**src/rtl/dmacs_pkg.sv**
```systemverilog
package dmacs_pkg;

  typedef enum logic [2:0] {
    CH_IDLE,
    CH_REQ,
    CH_T1,
    CH_T2,
    CH_REL
  } ch_state_e;

  // Size code to byte count: 0 -> 1, 1 -> 2, 2/3 -> 4
  function automatic logic [2:0] unit_bytes(input logic [1:0] code);
    case (code)
      2'd0:    return 3'd1;
      2'd1:    return 3'd2;
      default: return 3'd4;
    endcase
  endfunction

endpackage

```
**src/rtl/dmacs_split.sv**
```systemverilog
// Chooses byte or word access for the current offset within a unit phase.
module dmacs_split (
  input  logic       addr_odd,
  input  logic [2:0] off,
  input  logic [2:0] nbytes,
  output logic       is_word,
  output logic [2:0] nxt_off,
  output logic       phase_end
);
  logic [2:0] remain;

  always_comb begin
    remain    = nbytes - off;
    is_word   = !addr_odd && (remain >= 3'd2);
    nxt_off   = off + (is_word ? 3'd2 : 3'd1);
    phase_end = (nxt_off == nbytes);
  end
endmodule

```
**src/rtl/dmacs_hold.sv**
```systemverilog
// Four-byte holding register, indexed by byte offset within the unit.
module dmacs_hold (
  input  logic        clk,
  input  logic        rst_n,
  input  logic        cap,
  input  logic        is_word,
  input  logic        addr_odd,
  input  logic [1:0]  off,
  input  logic [15:0] rdata,
  output logic [15:0] wdata
);
  localparam int NB = 4;

  logic [7:0] hb [NB];
  logic [1:0] off_nx;

  assign off_nx = off + 2'd1;

  for (genvar b = 0; b < NB; b++) begin : g_byte
    always_ff @(posedge clk or negedge rst_n) begin
      if (!rst_n) begin
        hb[b] <= '0;
      end else if (cap) begin
        if (is_word) begin
          if (off == 2'(b))    hb[b] <= rdata[15:8];
          if (off_nx == 2'(b)) hb[b] <= rdata[7:0];
        end else if (off == 2'(b)) begin
          hb[b] <= addr_odd ? rdata[7:0] : rdata[15:8];
        end
      end
    end
  end

  // Byte accesses put the byte on both lanes; the strobe picks the lane.
  always_comb begin
    wdata[15:8] = hb[off];
    wdata[7:0]  = is_word ? hb[off_nx] : hb[off];
  end
endmodule

```
**src/rtl/dmacs_ptrs.sv**
```systemverilog
// Source/destination address and remaining-count registers.
module dmacs_ptrs #(
  parameter int AW = 16,
  parameter int CW = 8
) (
  input  logic          clk,
  input  logic          rst_n,
  input  logic          load,
  input  logic [AW-1:0] src_i,
  input  logic [AW-1:0] dst_i,
  input  logic [CW-1:0] cnt_i,
  input  logic          advance,
  input  logic [2:0]    nbytes,
  output logic [AW-1:0] src,
  output logic [AW-1:0] dst,
  output logic [CW-1:0] cnt
);
  always_ff @(posedge clk or negedge rst_n) begin
    if (!rst_n) begin
      src <= '0;
      dst <= '0;
      cnt <= '0;
    end else if (load) begin
      src <= src_i;
      dst <= dst_i;
      cnt <= cnt_i;
    end else if (advance) begin
      src <= src + AW'(nbytes);
      dst <= dst + AW'(nbytes);
      cnt <= cnt - CW'(1);
    end
  end
endmodule

```
**src/rtl/dmacs_channel.sv**
```systemverilog
module dmacs_channel
  import dmacs_pkg::*;
#(
  parameter int AW = 16,
  parameter int CW = 8
) (
  input  logic          clk,
  input  logic          rst_n,
  input  logic [AW-1:0] cfg_src,
  input  logic [AW-1:0] cfg_dst,
  input  logic [CW-1:0] cfg_count,
  input  logic [1:0]    cfg_size,
  input  logic          cfg_end_en,
  input  logic          cfg_start,
  output logic          busy,
  output logic          done,
  output logic          bus_req,
  input  logic          bus_gnt,
  output logic [AW-1:0] bus_addr,
  output logic          bus_rd,
  output logic          bus_wr_hi,
  output logic          bus_wr_lo,
  input  logic [15:0]   bus_rdata,
  output logic [15:0]   bus_wdata,
  output logic          xfer_end
);
  ch_state_e     state;
  logic          rd_phase;
  logic [2:0]    off;
  logic [2:0]    nbytes_q;
  logic          end_en_q;
  logic          busy_q;
  logic          done_q;

  logic [AW-1:0] src, dst, cur_addr;
  logic [CW-1:0] cnt;
  logic          in_acc, is_word, phase_end, load, advance, cap;
  logic [2:0]    nxt_off;

  assign in_acc   = (state == CH_T1) || (state == CH_T2);
  assign cur_addr = rd_phase ? (src + AW'(off)) : (dst + AW'(off));
  assign load     = (state == CH_IDLE) && cfg_start && (cfg_count != '0);
  assign advance  = (state == CH_T2) && !rd_phase && phase_end;
  assign cap      = (state == CH_T2) && rd_phase;

  dmacs_split u_split (
    .addr_odd (cur_addr[0]),
    .off      (off),
    .nbytes   (nbytes_q),
    .is_word  (is_word),
    .nxt_off  (nxt_off),
    .phase_end(phase_end)
  );

  dmacs_hold u_hold (
    .clk     (clk),
    .rst_n   (rst_n),
    .cap     (cap),
    .is_word (is_word),
    .addr_odd(cur_addr[0]),
    .off     (off[1:0]),
    .rdata   (bus_rdata),
    .wdata   (bus_wdata)
  );

  dmacs_ptrs #(.AW(AW), .CW(CW)) u_ptrs (
    .clk    (clk),
    .rst_n  (rst_n),
    .load   (load),
    .src_i  (cfg_src),
    .dst_i  (cfg_dst),
    .cnt_i  (cfg_count),
    .advance(advance),
    .nbytes (nbytes_q),
    .src    (src),
    .dst    (dst),
    .cnt    (cnt)
  );

  always_ff @(posedge clk or negedge rst_n) begin
    if (!rst_n) begin
      state    <= CH_IDLE;
      rd_phase <= 1'b1;
      off      <= '0;
      nbytes_q <= 3'd1;
      end_en_q <= 1'b0;
      busy_q   <= 1'b0;
      done_q   <= 1'b0;
    end else begin
      unique case (state)
        CH_IDLE: begin
          if (cfg_start) begin
            done_q <= (cfg_count == '0);
            if (cfg_count != '0) begin
              busy_q   <= 1'b1;
              nbytes_q <= unit_bytes(cfg_size);
              end_en_q <= cfg_end_en;
              rd_phase <= 1'b1;
              off      <= '0;
              state    <= CH_REQ;
            end
          end
        end
        CH_REQ: begin
          if (bus_gnt) state <= CH_T1;
        end
        CH_T1: state <= CH_T2;
        CH_T2: begin
          if (phase_end) begin
            off <= '0;
            if (rd_phase) begin
              rd_phase <= 1'b0;
              state    <= CH_T1;
            end else begin
              rd_phase <= 1'b1;
              state    <= CH_REL;
            end
          end else begin
            off   <= nxt_off;
            state <= CH_T1;
          end
        end
        CH_REL: begin
          if (cnt == '0) begin
            state  <= CH_IDLE;
            busy_q <= 1'b0;
            done_q <= 1'b1;
          end else begin
            state <= CH_REQ;
          end
        end
        default: state <= CH_IDLE;
      endcase
    end
  end

  always_comb begin
    busy      = busy_q;
    done      = done_q;
    bus_req   = (state == CH_REQ) || in_acc;
    bus_addr  = in_acc ? cur_addr : '0;
    bus_rd    = in_acc && rd_phase;
    bus_wr_hi = in_acc && !rd_phase && (is_word || !cur_addr[0]);
    bus_wr_lo = in_acc && !rd_phase && (is_word || cur_addr[0]);
    xfer_end  = in_acc && end_en_q && (cnt == CW'(1));
  end
endmodule

```
**config.mk**
```make
export PLATFORM = sky130hd
export DESIGN_NAME = dmacs_channel
export DESIGN_NICKNAME = d
export VERILOG_FILES = /design/src/rtl/dmacs_pkg.sv /design/src/rtl/dmacs_split.sv /design/src/rtl/dmacs_hold.sv /design/src/rtl/dmacs_ptrs.sv /design/src/rtl/dmacs_channel.sv
export SDC_FILE = /design/constraint.sdc
export NUM_CORES = 1
export LEC_CHECK = 0
export BUFFER_PORTS_ARGS = -buffer_cell sky130_fd_sc_hd__buf_2
export CAP_MARGIN = 20
export CORE_ASPECT_RATIO = 2
export CORE_UTILIZATION = 36
export CTS_CLUSTER_DIAMETER = 50
export DETAILED_ROUTE_END_ITERATION = 6
export MAX_ROUTING_LAYER = met4
export RECOVER_POWER = 25
export SYNTH_ARGS = -nofsm -noshare
export SYNTH_HDL_FRONTEND = slang
export SYNTH_SLANG_ARGS = --single-unit
```
**constraint.sdc**
```tcl
create_clock -name clk -period 6.2 [get_ports clk]
set_input_delay 1.24 -clock clk [delete_from_list [all_inputs] [get_ports clk]]
set_output_delay 1.24 -clock clk [all_outputs]
set_load 0.01 [all_outputs]
```
# ---- Yosys cells after proc, flatten, opt, wreduce, memory -nomap -nowiden
# Index checks and enable logic that the tools add are counted.
# W data, S select, Z words.
dict set report totals {
  reg_bits 85
  input_bits 63
  output_inout_bits 39
  elab_cells 146
}
dict set report op_classes {
  add_sub_neg 8
  order_cmp 3
  n_eq_ne 18
  n_mux 55
  bitwise_logic 2
  n_reduce_logical 46
}
# cell count
set op_table {}
lappend op_table {{$mux W8} 24}
lappend op_table {{$mux W16} 6}
lappend op_table {{$add A16 B3 Y16} 4}
lappend op_table {{$bmux W8 S2} 2}
lappend op_table {{$mux W3} 8}
lappend op_table {{$reduce_and A3 Y1} 8}
lappend op_table {{$reduce_bool A2 Y1} 11}
lappend op_table {{$logic_not A8 Y1} 2}
lappend op_table {{$pmux W3 S5} 1}
lappend op_table {{$logic_and A1 B1 Y1} 12}
lappend op_table {{$pmux W3 S2} 2}
lappend op_table {{$eq A2 B2 Y1 const B} 4}
lappend op_table {{$eq A8 B1 Y1 const B} 1}
lappend op_table {{$mux W1} 8}
lappend op_table {{$ne A2 B2 Y1 const B} 4}
lappend op_table {{$reduce_and A4 Y1} 2}
lappend op_table {{$reduce_bool A8 Y1} 1}
lappend op_table {{$sub A8 B1 Y8 const B} 1}
lappend op_table {{$eq A2 B1 Y1 const B} 3}
lappend op_table {{$eq A3 B2 Y1 const B} 2}
lappend op_table {{$ge A3 B3 Y1 const B} 2}
lappend op_table {{$logic_not A2 Y1} 3}
lappend op_table {{$not A2 Y3} 2}
lappend op_table {{$pmux W1 S2} 3}
lappend op_table {{other kinds (12)} 16}

# ---- Depth between registers and ports, before layout
# Gate-level depths: netlist of run 1.
dict set report logic_depth {
  word_depth 10
  depth_mapped 19
  mapped_depth_nobuf 14
}

# ---- Hierarchy
# Synthesis of run 1 repeated with hierarchy kept, for this count alone.
dict set report unflattened {
  cells_unflattened 609
  area_unflattened_um2 6200.9
}
# module instances cells_per_inst area_each_um2
set modules_own_cells {}
lappend modules_own_cells {dmacs_ptrs 1 263 2336.0}
lappend modules_own_cells {dmacs_hold 1 155 2298.5}
lappend modules_own_cells {dmacs_channel 1 174 1388.8}
lappend modules_own_cells {dmacs_split 1 17 177.7}

# ---- Worst setup path after synthesis of run 1
# Ideal clock, no wire load.
dict set report synth_path {
  path_kind {register to register}
  start {register rd_phase}
  end {register u_ptrs.src[7]}
  setup_time_ns 0.131
  arrival_time_ns 4.365
  required_ns 6.069
  slack_ns 1.704
  path_stages_with_launch 18
  path_buffers 6
  synth_period_minus_slack_ns 4.496
  path_cell_list {dfstp_2 -> buf_2 -> buf_4 -> buf_2 -> buf_2 -> mux2_2 -> ha_1 -> clkbuf_1 -> a21oi_4 -> buf_2 -> inv_1 -> ha_1 -> fa_1 -> xnor2_1 -> nand4_2 -> or3b_2 -> xnor2_1 -> o21ai_1}
}
dict set report synth_via {
  elab_chain_cells 8
  word_cells_on_any_way 10
}
# element line
set synth_lines {}
lappend synth_lines {{start: declaration} dmacs_channel.sv:28} ;# logic rd_phase;
lappend synth_lines {{start signal: assignment} dmacs_channel.sv:83} ;# rd_phase <= 1'b1;
lappend synth_lines {{start signal: assignment} dmacs_channel.sv:98} ;# rd_phase <= 1'b1;
lappend synth_lines {{start signal: assignment} dmacs_channel.sv:112} ;# rd_phase <= 1'b0;
lappend synth_lines {{$mux W16} dmacs_channel.sv:41} ;# assign cur_addr = rd_phase ? (src + AW'(off)) : (dst + AW'(off));
lappend synth_lines {{$logic_not A1 Y1} dmacs_split.sv:14} ;# is_word = !addr_odd && (remain >= 3'd2);
lappend synth_lines {{$logic_and A1 B1 Y1} dmacs_split.sv:14}
lappend synth_lines {{$mux W2} dmacs_split.sv:15} ;# nxt_off = off + (is_word ? 3'd2 : 3'd1);
lappend synth_lines {{$add A3 B3 Y3} dmacs_split.sv:15}
lappend synth_lines {{$eq A3 B3 Y1} dmacs_split.sv:16} ;# phase_end = (nxt_off == nbytes);
lappend synth_lines {{$logic_and A1 B1 Y1 *} dmacs_channel.sv:43} ;# assign advance = (state == CH_T2) && !rd_phase && phase_end;
lappend synth_lines {{$reduce_bool A2 Y1 (no source line) *} n/a}
lappend synth_lines {{end signal: assignment} dmacs_ptrs.sv:24} ;# src <= src_i;
lappend synth_lines {{end signal: assignment} dmacs_ptrs.sv:28} ;# src <= src + AW'(nbytes);
lappend synth_lines {{end: declaration} dmacs_ptrs.sv:14} ;# output logic [AW-1:0] src,
# Mark *: on every way between the ends. The rest lies on a longest branch, timed or not.
# A chain may end at the register's enable or synchronous reset.

# ---- Final worst setup path of run 1
dict set report layout_path {
  start {register off[1]}
  end {register u_ptrs.src[13]}
}
dict set report layout_via {
  elab_chain_cells 8
}
# element line
set layout_lines {}
lappend layout_lines {{start: declaration} dmacs_channel.sv:29} ;# logic [2:0] off;
lappend layout_lines {{start signal: assignment} dmacs_channel.sv:119} ;# off <= nxt_off;
lappend layout_lines {{$sub A3 B3 Y3} dmacs_split.sv:13} ;# remain = nbytes - off;
lappend layout_lines {{$ge A3 B2 Y1} dmacs_split.sv:14}
lappend layout_lines {{$logic_and A1 B1 Y1} dmacs_split.sv:14}
lappend layout_lines {{$mux W2} dmacs_split.sv:15}
lappend layout_lines {{$add A3 B3 Y3 *} dmacs_split.sv:15}
lappend layout_lines {{$eq A3 B3 Y1 *} dmacs_split.sv:16}
lappend layout_lines {{$logic_and A1 B1 Y1 *} dmacs_channel.sv:43}
lappend layout_lines {{$reduce_bool A2 Y1 (no source line) *} n/a}
# Marks and branches as above.

==> impl_metrics.py, run 1 <==
metrics = {
    "floorplanning": {
        "io_pins": 102,
        "core_area_mm2": 0.0164,
        "initial_core_util": 0.370,
        "die_area_mm2": 0.0173,
        "dieHeight_um": 185,
        "die_x_um": 93.6,
        "rows": 66,
    },
    "cells_and_area": {
        "regArea_mm2": 0.00213,
        "area_delta_synth_final_pct": 16.0,
        "nets": 789,
        "fill_cells": 1640,
        "drive_gt1_frac": 0.276,
        "fin_util": 0.429,
        "multiInputGateArea_mm2": 0.00367,
        "final_area_mm2": 0.00701,
        "diodes": 0,
    },
    "clocking": {
        "cts_setup_buffers": 0,
        "clkSinkCount": 85,
        "clkTransAtPathRegs_ps": 70,
        "root_buffer": "clkbuf_16",
        "numCtsBuffers": 9,
        "cts_buffer_depth": 2,
        "clk-insertion-delay-late_ps": 350,
        "cts_hold_buf": 0,
        "post_cts_resized": 0,
        "cts_tree": "done",
        "cts_max_level": 3,
    },
    "sta": {
        "final.setup.tns_ps": 0,
        "fin_ws_ps": 1480,
        "period_minus_slack_ps": 4720,
        "max_freq_mhz": 212,
        "worst_pin_slew_ps": 1870,
        "timing.hold.ws_ps": 514,
        "finalHoldViolations": 0,
        "clock_skew_ps": 9.16,
        "timing.final.crit_share": 0.761,
        "rsz0062_at_grt": "false",
        "slew_headroom": -0.248,
        "slew_viol_final": 33,
        "setup_viol": 0,
    },
    "synth": {
        "ys.warnings.count": 0,
        "synth_ff_type": "dfrtp_1",
        "synth_fp_nets": 702,
        "syn_area_mm2": 0.00604,
        "async_flop_share": 1.00,
        "syn_area_per_cell_um2": 9.84,
        "yosysMostFrequentCell": "dfrtp_1",
        "netlist_top_cells_area": "dfrtp_1 34%, mux4_2 6.0%, mux2i_1 5.1%",
        "syn_inst": 614,
        "ys_ff_latch": 85,
        "synth_top_area_share": 0.344,
        "synth_edf_count": 0,
        "seq_area_frac_synth": 0.352,
        "yosysTopAreaCell": "dfrtp_1",
        "synth_common_cells": "83 x dfrtp_1, 78 x nand2_1, 44 x o21ai_0, 35 x nor2_1, 31 x mux2i_1",
        "synth_cell_types": 58,
    },
    "routing": {
        "viasPerCell": 5.58,
        "num_vias": 5080,
        "routed_wl_um": 17400,
        "dr.pass1.iters": 6,
        "wl_per_cell_um": 19.2,
        "antenna_left": 0,
        "drcViolationCount": 0,
        "drtIter0Drc": 175,
    },
    "place": {
        "portBuffers": 101,
        "gp_congestion": 0.874,
        "placed_area_mm2": 0.00670,
        "pre_cts_ws_ps": 1490,
        "dpl.hpwl_um": 13100,
    },
    "job": {
        "max-cap-violations": 1,
    },
    "worst_setup_path": {
        "critical_path_required_ps": 6400,
        "crit_start": "off[1]",
        "worstPathArrival_ps": 4920,
        "r2r_setup_slack_ps": 1480,
        "r2r_cells": 13,
        "r2r_start": "off[1]",
        "cp_slowest_cell": "dfrtp_1",
        "r2r-end": "u_ptrs.src[13]",
        "max_stage_delay_ps": 660,
        "end_kind": "flip-flop",
        "path_class": "reg -> reg",
        "crit_chain": "fa_1, xnor3_2, a21oi_4, inv_1, ha_1, fa_1, xnor2_1, nand4_2, inv_1, buf_4, nand3_1, xor2_1, o21ai_0",
        "start_kind": "flip-flop",
        "worstPathMaxFanout": 17,
    },
    "pwr": {
        "p_leak_nw": 3.13,
        "cellPowerDensity_mw_per_mm2": 687,
        "ir_worst_vdd_uv": 264,
    },
    "global_routing": {
        "grt_overflow": 0,
        "antenna_found_initial": 0,
        "grt_start_max_net_pins": 78,
        "grt_pass1_wl_um": 27500,
        "grt_use_total": 0.216,
        "grt_pass1_vias": 5366,
    },
    "outcome": {
        "violations": "max-capacitance violations, max-slew violations",
        "run_status": "finished with violations",
    },
    "min_path": {
        "holdPathStages": 2,
        "min_path_type": "reg -> reg",
        "min_to": "u_hold.hb[10]",
        "worstHoldStart": "u_hold.hb[10]",
    },
}
[report_power, final]
group	switching [W]	internal [W]	total [W]	leakage, nW
Combinational	0.00164	0.00142	0.00306	1.98
Clock	0.000248	0.000318	0.000566	0.143
Sequential	0.000347	0.000845	0.00119	1.01
Total	0.00224	0.00258	0.00482	3.13
[cell type report]
cell class,count,share of cell area
repair buffers,111,0.0823
clock inverters,7,0.0114
well taps,204,0.0364
inverters,18,0.00964
multi-input cells,476,0.524
clock buffers,9,0.0321
flip-flops and latches,85,0.304
[registers in the layout, summed over array words and instances, names as in the netlist]
register,cells
state,3
u_ptrs.dst,16
u_hold.hb,32
busy,1
nbytes_q,3
u_ptrs.cnt,8
off,3
u_ptrs.src,16
end_en_q,1
rd_phase,1
done,1
[critical path: cells and delay by family (launching register included)]
family                     cells  cell delay [ps]
AOI/OAI and AO/OA              2              550
xor gates and xnor gates       3              790
adders and majority gates      3             1230
buffers and inverters          3              760
DFF                            1              660
and+or+nand+nor                2              540
[placed cells by master (no fill, tap or decap), types with 9 or more instances in the layout]
master / netlist / layout
nor2_1: 35 / 35
a21o_1: 11 / 11
clkbuf_16: 0 / 9
inv_1: 18 / 18
nand2_1: 78 / 78
mux2i_1: 31 / 31
mux2_2: 26 / 26
ha_1: 20 / 20
mux4_2: 16 / 16
a21oi_1: 12 / 12
xnor2_1: 19 / 19
o21ai_0: 44 / 44
buf_4: 2 / 9
o21ai_1: 15 / 15
nor4_1: 10 / 10
nor3_1: 17 / 17
dfrtp_1: 83 / 83
mux2_4: 16 / 16
nand4_1: 11 / 11
nand3_1: 16 / 16
buf_2: 14 / 100
xor2_1: 26 / 26
[how the worst max path moves through the flow]
stage / end / slack [ps] / depth (start not counted)
global route: u_ptrs.cnt[5] / 1180 / 13
CTS: u_ptrs.cnt[5] / 1460 / 13
global placement: u_ptrs.src[14] / 1600 / 13
detailed placement: u_ptrs.cnt[5] / 1490 / 13
finish: u_ptrs.src[13] / 1480 / 13
floorplan: u_ptrs.src[7] / 1700 / 17
[routing by layer]
layer,track usage,vias to the layer above,part of all wire
met3,0.0246,55,0.032
met4,0.138,0,0.054
li1,-,2363,-
met2,0.384,159,0.54
met1,0.220,2503,0.37
met5,-,-,0
[through the flow]
step,total power [W],std cells
after floorplan,0.00335,614
after global placement,0.00416,893
after detailed placement,0.00426,893
after CTS,0.00485,909
after global routing,0.00518,910
final,0.00482,910
[cell families (layout without fill, tap and decap cells)]
| group | after synthesis | in the layout | share of synthesized area |
|---|---|---|---|
| AND/OR/NAND/NOR | 208 | 208 | 0.171 |
| AO/OA/AOI/OAI | 106 | 106 | 0.104 |
| multiplexers | 90 | 90 | 0.201 |
| flip-flops | 85 | 85 | 0.352 |
| buffers and inverters | 53 | 145 | 0.0410 |
| XOR/XNOR | 47 | 47 | 0.0729 |
| adder cells (fa/ha/maj) | 25 | 25 | 0.0580 |
Power figures use the tool's default switching activity.
==> run 2: changes to the inputs <==
==> constraint.sdc (replaced) <==
create_clock -name clk -period 4.2 [get_ports clk]
set_input_delay 0.84 -clock clk [delete_from_list [all_inputs] [get_ports clk]]
set_output_delay 0.84 -clock clk [all_outputs]
set_load 0.01 [all_outputs]
==> run 2 against run 1 <==
The flow still finishes with violations (max-capacitance violations, max-slew violations); clock power rose by 76%; cell count rose by 0.33%; via count barely moved; hold slack got worse by 4.1 ps; largest cell class unchanged; highest routed layer unchanged.
==> impl_metrics.py, run 2 (same netlist as run 1, synthesis figures left out) <==
metrics = {
    "outcome": {
        "run_status": "finished with violations",
        "violations": "max-capacitance violations, max-slew violations",
    },
    "sta": {
        "slew_viol_final": 66,
        "finalHoldViolations": 0,
        "setup_viol": 0,
        "max_freq_mhz": 245,
        "timing.hold.ws_ps": 510,
        "clock_skew_ps": 9.01,
        "slew_headroom": -0.159,
        "worst_pin_slew_ps": 1740,
        "rsz0062_at_grt": "false",
        "period_minus_slack_ps": 4070,
        "timing.final.crit_share": 0.970,
        "final.setup.tns_ps": 0,
    },
    "global_routing": {
        "grt_use_met1": 0.211,
        "grt_pass1_vias": 5520,
        "grt_use_met3": 0.0337,
        "grtUsageMet2": 0.407,
        "antenna_found_initial": 0,
        "grt_pass1_wl_um": 28100,
        "grt.busiest_layer": "met2",
        "grt_overflow": 0,
        "grt_start_max_net_pins": 78,
        "grt_use_total": 0.221,
    },
    "floorplanning": {
        "rows": 66,
        "core_area_mm2": 0.0164,
        "die_area_mm2": 0.0173,
        "initial_core_util": 0.370,
        "io_pins": 102,
        "dieHeight_um": 185,
        "die_x_um": 93.6,
    },
    "job": {
        "max-cap-violations": 1,
    },
    "pwr": {
        "p_sw_frac": 0.447,
        "sequentialPowerShare": 0.240,
        "netSwitchingPower_w": 0.00328,
        "p_int_w": 0.00406,
        "p_leak_nw": 3.20,
        "cellPowerDensity_mw_per_mm2": 1030,
        "ir_worst_vdd_uv": 385,
        "pwr-share-comb": 0.624,
        "clock_power_share": 0.136,
    },
    "worst_setup_path": {
        "path_class": "reg -> out",
        "r2r_cells": 12,
        "end_kind": "output pin",
        "start_kind": "flip-flop",
        "worstPathMaxFanout": 34,
        "critical_path_required_ps": 3360,
        "worstPathArrival_ps": 3230,
    },
    "cells_and_area": {
        "diodes": 0,
        "top_register": "u_hold.hb",
        "final_cell_mix": "100 x buf_2, 83 x dfrtp_1, 78 x nand2_1",
        "largest_reg_flops": 32,
        "nets": 792,
        "reg_top3": "u_hold.hb: 32 flops, u_ptrs.dst: 16 flops, u_ptrs.src: 16 flops",
        "layout_commonest_cell": "buf_2",
        "area_delta_synth_final_pct": 17.9,
        "fill_cells": 1642,
        "drive_gt1_frac": 0.279,
        "multiInputGateArea_mm2": 0.00368,
        "regArea_mm2": 0.00213,
    },
    "clocking": {
        "clkTransAtPathRegs_ps": 60,
        "root_buffer": "clkbuf_16",
        "cts_buffer_depth": 2,
        "numCtsBuffers": 9,
        "cts_max_level": 3,
        "clk-insertion-delay-late_ps": 350,
        "cts_tree": "done",
        "clkSinkCount": 85,
    },
    "min_path": {
        "holdPathStages": 2,
        "min_path_type": "reg -> reg",
    },
    "routing": {
        "drcViolationCount": 0,
        "dr.pass1.iters": 4,
        "routed_wl_um": 17700,
        "wl_per_cell_um": 19.4,
        "num_vias": 5085,
        "drtIter0Drc": 198,
        "antenna_left": 0,
        "viasPerCell": 5.57,
    },
    "place": {
        "gp_congestion": 0.891,
        "portBuffers": 101,
        "dpl.hpwl_um": 13500,
    },
}
==> run 2: cell types whose count changed in the layout (fill, tap and decap cells not counted), moves of 2 or more <==
cell,change
inv_6,-3
bufinv_16,+3
clkinvlp_4,-2
buf_4,+2
buf_12,+2
==> run 2: path summary, 6_finish.rpt <==
check	from	to	slack (ps)
worst max-delay path	rd_phase	bus_addr[14]	130
worst min-delay path	end_en_q	end_en_q	510
worst max register to register	nbytes_q[0]	u_ptrs.dst[6]	230
worst min register to register	end_en_q	end_en_q	510
max in group asynchronous	rst_n	u_ptrs.src[11]	2160
min in group asynchronous	rst_n	u_hold.hb[7]	940
==> run 2: final cells by class <==
cell class	instances	area share
clock inverter	4	0.0168
inverter	18	0.00948
clock buffer	12	0.0346
timing repair buffer	114	0.0881
tap	204	0.0358
sequential	85	0.299
multi-input combinational	476	0.516
==> run 2: repair_timing <==
| item | in CTS | in global routing |
|---|---|---|
| setup endpoints to repair | 2 | 5 |
| hold buffers | 0 | 0 |
| endpoints found under the hold margin | 0 | 0 |
| setup buffers | 0 | 0 |
| gates resized for setup | 1 | 3 |
==> run 2: through the flow <==
stage / power [W] / setup WS [ps] / util / cells / area (um^2)
floorplan: 0.00501 / 17.2 / - / 614 / 6070
global placement: 0.00622 / 258 / 0.413 / 897 / 6750
detailed placement: 0.00636 / 287 / 0.413 / 897 / 6750
CTS: 0.00739 / 8.54 / 0.436 / 913 / 7120
global route: 0.00789 / 18.1 / 0.436 / 913 / 7130
finish: 0.00734 / 125 / 0.436 / 913 / 7130
==> run 2: metal layers <==
| metal | up-vias | wire length [um] |
|---|---|---|
| met4 | 0 | 913 |
| met3 | 54 | 635 |
| met2 | 167 | 9890 |
| met5 | - | 0 |
| met1 | 2498 | 6300 |
| li1 | 2366 | - |
==> run 2: worst max-delay path, cell delays in order (launching register included) <==
cell	delay, ps
dfstp_2	560
buf_12	230
nand2_1	100
o21a_1	160
fa_1	440
nand2b_1	160
a211o_1	410
nor4b_1	400
xor2_1	190
nor2_1	60
buf_2	170
==> run 2: power groups by stage <==
stage / clock network, W / logic, W / registers (W)
global route: 0.00104 / 0.00504 / 0.00181
floorplan: 0 / 0.00344 / 0.00157
global placement: 0 / 0.00449 / 0.00173
finish: 0.000995 / 0.00458 / 0.00176
detailed placement: 0 / 0.00460 / 0.00176
CTS: 0.00101 / 0.00463 / 0.00175
